### src/rtl/uart_tx_dbuf.sv
module uart_tx_dbuf #(
  parameter int DW = 8
) (
  input  logic          clk,
  input  logic          rst_n,
  input  logic          baud_tick,
  input  logic          wr_en,
  input  logic [DW-1:0] wr_data,
  input  logic [1:0]    cfg_len,
  input  logic          cfg_par_en,
  input  logic          cfg_par_odd,
  input  logic          cfg_two_stop,
  output logic          txd,
  output logic          hold_empty,
  output logic          shift_empty
);
  localparam int PW = $clog2(DW + 5);
  localparam int IW = $clog2(DW);

  logic [DW-1:0] hold_q, sh_q;
  logic          hold_full, busy;
  logic [PW-1:0] pos, last_q, nbits_q;
  logic          par_en_q, par_q;

  logic [PW-1:0] nbits;
  logic [DW-1:0] mask;
  logic          frame_end, xfer, bit_out;

  assign nbits     = PW'(cfg_len) + PW'(5);
  assign mask      = {DW{1'b1}} >> (PW'(DW) - nbits);
  assign frame_end = busy && baud_tick && (pos == last_q);
  assign xfer      = baud_tick && hold_full && (!busy || frame_end);

  always_comb begin
    if (pos == '0)
      bit_out = 1'b0;
    else if (pos <= nbits_q)
      bit_out = sh_q[IW'(pos - PW'(1))];
    else if (par_en_q && pos == nbits_q + PW'(1))
      bit_out = par_q;
    else
      bit_out = 1'b1;
  end

  assign txd         = busy ? bit_out : 1'b1;
  assign hold_empty  = !hold_full;
  assign shift_empty = !busy;

  always_ff @(posedge clk) begin
    if (!rst_n) begin
      hold_full <= 1'b0;
      hold_q    <= '0;
    end else if (xfer) begin
      hold_full <= 1'b0;
    end else if (wr_en && !hold_full) begin
      hold_full <= 1'b1;
      hold_q    <= wr_data;
    end
  end

  always_ff @(posedge clk) begin
    if (!rst_n) begin
      busy     <= 1'b0;
      pos      <= '0;
      sh_q     <= '0;
      nbits_q  <= '0;
      last_q   <= '0;
      par_en_q <= 1'b0;
      par_q    <= 1'b0;
    end else if (xfer) begin
      busy     <= 1'b1;
      pos      <= '0;
      sh_q     <= hold_q;
      nbits_q  <= nbits;
      last_q   <= nbits + PW'(cfg_par_en) + PW'(cfg_two_stop) + PW'(1);
      par_en_q <= cfg_par_en;
      par_q    <= (^(hold_q & mask)) ^ cfg_par_odd;
    end else if (frame_end) begin
      busy <= 1'b0;
    end else if (busy && baud_tick) begin
      pos <= pos + PW'(1);
    end
  end

  a_r1_reset_state: assert property (@(posedge clk)
    $rose(rst_n) |-> (txd && hold_empty && shift_empty));

  a_r11_idle_high: assert property (@(posedge clk) disable iff (!rst_n)
    shift_empty |-> txd);

  a_r4_transfer: assert property (@(posedge clk) disable iff (!rst_n)
    (baud_tick && !hold_empty && shift_empty) |=> (hold_empty && !shift_empty && !txd));

  a_r3_hold_kept: assert property (@(posedge clk) disable iff (!rst_n)
    (!hold_empty && !baud_tick) |=> (!hold_empty && $stable(hold_q)));

  a_r8_bit_stable: assert property (@(posedge clk) disable iff (!rst_n)
    (!baud_tick && !shift_empty) |=> $stable(txd));

  a_r7_ends_high: assert property (@(posedge clk) disable iff (!rst_n)
    $rose(shift_empty) |-> $past(txd));
endmodule

### config.mk
export PLATFORM = sky130hd
export DESIGN_NAME = uart_tx_dbuf
export DESIGN_NICKNAME = d
export VERILOG_FILES = /design/src/rtl/uart_tx_dbuf.sv
export SDC_FILE = /design/constraint.sdc
export NUM_CORES = 1
export LEC_CHECK = 0
export ABC_AREA = 0
export BUFFER_PORTS_ARGS = -buffer_cell sky130_fd_sc_hd__buf_2
export CORE_MARGIN = 2
export CORE_UTILIZATION = 45
export CTS_CLUSTER_DIAMETER = 100
export DETAILED_ROUTE_END_ITERATION = 10
export GPL_TIMING_DRIVEN = 0
export PLACE_DENSITY_LB_ADDON = 0.08
export SLEW_MARGIN = 30
export SYNTH_ARGS = -nofsm -noshare
export SYNTH_HDL_FRONTEND = slang
export SYNTH_SLANG_ARGS = --single-unit
### constraint.sdc
create_clock -name clk -period 2.6 [get_ports clk]
set_clock_uncertainty 0.2 [all_clocks]
set_input_delay 0.13 -clock clk [delete_from_list [all_inputs] [get_ports clk]]
set_output_delay 0.13 -clock clk [all_outputs]
set_load 0.05 [all_outputs]
==> impl_summary.log <==
[metrics] mean area per synthesized cell: 9.19 µm²
[metrics] part of the cycle the worst path needs: 0.944
[metrics] GRT Util Overall: 0.186
[metrics] fraction of layout instances using a drive strength above 1: 0.181
[metrics] area grow syn2layout: 20.6%
[metrics] FF+latch count, synth: 32
[metrics] RSZ-0062 raised after global routing: false
[metrics] routed vias/inst: 4.95
[metrics] number of CTS-inserted buffers: 5
[metrics] number of design-rule violations left by the first detailed-router iteration: 42
[metrics] post-route cell area: 2170 µm²
[metrics] CP Data Arrival Time: 2.12 ns
[metrics] total congestion overflow after global routing: 0
[metrics] final total negative setup slack: 0 ns
[metrics] category of the critical setup timing path: reg2out
[metrics] Gate Count Post-Synth: about 200
[metrics] latest clock arrival within the worst-skew pair: between 0.2 and 0.3 ns
[metrics] post-layout instance count excluding filler cells: 280
[metrics] time the final worst path needs with I/O delays and setup: 2.45 ns
[metrics] static leakage: 0.887 nW
[metrics] CTS root buf: sky130_fd_sc_hd__clkbuf_8
[metrics] startpoint type of the worst setup path: flip-flop
[metrics] first-pass GRT wire length: 6320 µm
[metrics] maximum buffer depth of the clock tree: 2
[metrics] num ports: 20
[metrics] initial antenna violation count: 0
[metrics] area of the die: 4520 µm²
[metrics] drt total wl: 3500 µm
[metrics] buffers inserted by post-CTS timing repair: 0
[metrics] critical-path maximum fanout: 6
[metrics] Setup-failing EPs final: 0
[metrics] peak ir drop on the vdd network: between 0.0003 and 0.0004 V
[metrics] Detail Placement HPWL: 2690 µm
[metrics] number of global-route vias before repair: ~1500
[metrics] Post-Syn Area: around 1800 µm²
[metrics] status: finished, final reports clean
[metrics] Post-DRT Antenna Nets: 0
[metrics] Horiz. Die Dim: 67.3 µm
[metrics] multi-input gate area in the final layout: approximately 1100 µm²
[metrics] Worst-path clk slew: 0.06 ns
[metrics] Final Max Tran Viols: 0
[metrics] count of warnings emitted by yosys: 0
[metrics] headroom to the max-slew limit: 0.627
[metrics] number of buffers inserted by port buffering: 18
[metrics] slowest stage cell, crit path: sky130_fd_sc_hd__mux4_2
[metrics] ordered cell list for the critical path: inv_2 > ha_4 > mux4_2 > mux2i_2 > mux2_2 > o21ai_1 > buf_6
[metrics] capturing element type of the critical path: output pin
[metrics] Hold WC Path Type: in2reg
[metrics] diode count: 0
[metrics] total vias in the final route: ~1400
[metrics] Power Dens Cells: a little over 500 nW/µm²
[metrics] number of design rule violations left after detail routing: 0
[metrics] utilization after layout: 0.580
[metrics] wire per inst: 12.5 µm
[metrics] depth of the CTS H-tree: 2
[metrics] number of placed cells counting well taps: 262
[metrics] pin count of the biggest net entering global routing: 11
[metrics] number of filler instances in the final layout: 356
[metrics] y dimension of the die: a little under 70 µm
[metrics] CTS tree: done
[metrics] number of detailed-routing iterations run before antenna repair: 4
[metrics] Fin Hold WS: 0.0223 ns
[metrics] initial cell density of the core: 0.481
[metrics] row count: 22
[metrics] final estimated routing congestion in global placement: 0.708
[metrics] FF/Latch Area: 648 µm²
[metrics] # Max-Cap Violations: 0
[metrics] post-synthesis net count: 228
[metrics] transition time at the pin with the least slew margin: 0.559 ns
[metrics] core footprint: ~3700 µm²
[metrics] Final #Nets: 263
[metrics] CP peak stage delay: 0.50 ns
[metrics] sequential share of the synthesized area: 0.356
[metrics] placed cell area: 1950 µm²
[metrics] total number of clock tree sinks: 32
[metrics] Hold Fails Final Rpt: 0
[metrics] distinct cell type count after synthesis: 33
[metrics] Req. time, crit path: 2.27 ns
[metrics] Peak Freq: 407 MHz
registers in the layout, indices dropped and copies added, names as in the netlist:
register,cells
pos,4
sh_q,8
hold_q,8
last_q,4
par_q,1
nbits_q,4
hold_full,1
par_en_q,1
busy,1
report_power, final:
group	leakage (nW)	total [mW]	switching (mW)	internal, mW
Sequential	0.262	0.531	0.0206	0.511
Combinational	0.579	0.198	0.0995	0.0981
Clock	0.0455	0.387	0.171	0.216
cells by family (layout without fill, tap and decap cells):
group	Yosys count	after routing	share of synthesized area
AND/OR/NAND/NOR	62	62	0.167
flip-flops	32	32	0.356
AO/OA/AOI/OAI	29	29	0.117
buffers and inverters	23	59	0.0542
XOR/XNOR	22	22	0.111
adder cells (fa/ha/maj)	15	15	0.108
multiplexers	13	13	0.0869
cells in the mapped netlist, drive strengths merged:
cell type  number  area (µm²)
a21boi         13        97.6
o21ai           7        35.0
nand3           4        25.0
or3             1        6.26
xnor2          18         165
a21oi           4        23.8
mux2            1        11.3
o211a           3        30.0
nor2            7        26.3
nand3b          1        7.51
nor3b           2        15.0
a21o            1        8.76
nand2          32         120
mux2i          10         100
nor4            1        6.26
fa              1        20.0
nand4           3        25.0
ha             14         175
nor2b          11        68.8
clkbuf          4        15.0
mux4            2        45.0
buf             4        26.3
xor2            4        35.0
dfxtp          32         641
inv            15        56.3
a2111oi         1        15.0
path summary, 6_finish.rpt:
check / slack [ns] / cells after the start / from / endpoint
worst max-delay path: 0.15 / 7 / pos[0] / txd
worst min-delay path: 0.02 / 3 / cfg_len[0] / nbits_q[0]
worst max register to register: 0.68 / 5 / pos[3] / last_q[3]
worst min register to register: 0.25 / 2 / sh_q[2] / sh_q[2]
timing repair:
action                                  in CTS  in global routing
endpoints found under the setup margin       1                  1
hold buffers                                10                  0
hold endpoints to repair                    10                  0
resized for setup                            3                  7
stage by stage:
stage               setup WS (ns)  power [mW]
floorplan                  0.0522       0.682
global placement            0.122       0.725
detailed placement          0.117       0.730
CTS                       0.00808        1.13
global route               0.0215        1.19
finish                      0.145        1.12
worst max-delay path, delay by kind of cell, from the launching register on:
family | cells | cell delay, ns
buf+inv | 2 | 0.25
compound gates | 1 | 0.07
flops | 1 | 0.40
fa+ha+maj | 1 | 0.28
mux | 3 | 0.84
cell usage in the layout (no fill, tap or decap), types with 2 or more instances in the layout:
cell and instances:
sky130_fd_sc_hd__a21boi_0 2, sky130_fd_sc_hd__a21boi_1 11, sky130_fd_sc_hd__a21oi_1 3, sky130_fd_sc_hd__buf_2 20
sky130_fd_sc_hd__buf_6 2, sky130_fd_sc_hd__clkbuf_1 6, sky130_fd_sc_hd__clkbuf_8 6, sky130_fd_sc_hd__dfxtp_1 30
sky130_fd_sc_hd__dfxtp_4 2, sky130_fd_sc_hd__dlygate4sd3_1 10, sky130_fd_sc_hd__ha_1 13, sky130_fd_sc_hd__inv_1 14
sky130_fd_sc_hd__mux2i_1 9, sky130_fd_sc_hd__mux4_2 2, sky130_fd_sc_hd__nand2_1 32, sky130_fd_sc_hd__nand3_1 3
sky130_fd_sc_hd__nand4_1 2, sky130_fd_sc_hd__nor2_1 7, sky130_fd_sc_hd__nor2b_1 11, sky130_fd_sc_hd__nor3b_1 2
sky130_fd_sc_hd__o211a_1 3, sky130_fd_sc_hd__o21ai_0 4, sky130_fd_sc_hd__o21ai_1 3, sky130_fd_sc_hd__xnor2_1 17
sky130_fd_sc_hd__xor2_1 4
layout make-up:
class	instances	share of cell area
clock buffers	8	0.0415
well taps	48	0.0277
plain buffers	8	0.0190
multi-input cells	141	0.497
flip-flops and latches	32	0.299
repair buffers	28	0.0905
inverters	15	0.0259
per-layer routing:
metal	track usage	up-vias	routed length, µm
met5	0	-	0
met4	0.0536	0	23
met3	0.0450	2	68
met2	0.333	14	1780
met1	0.219	653	1620
li1	-	717	-
Power figures use the tool's default switching activity.
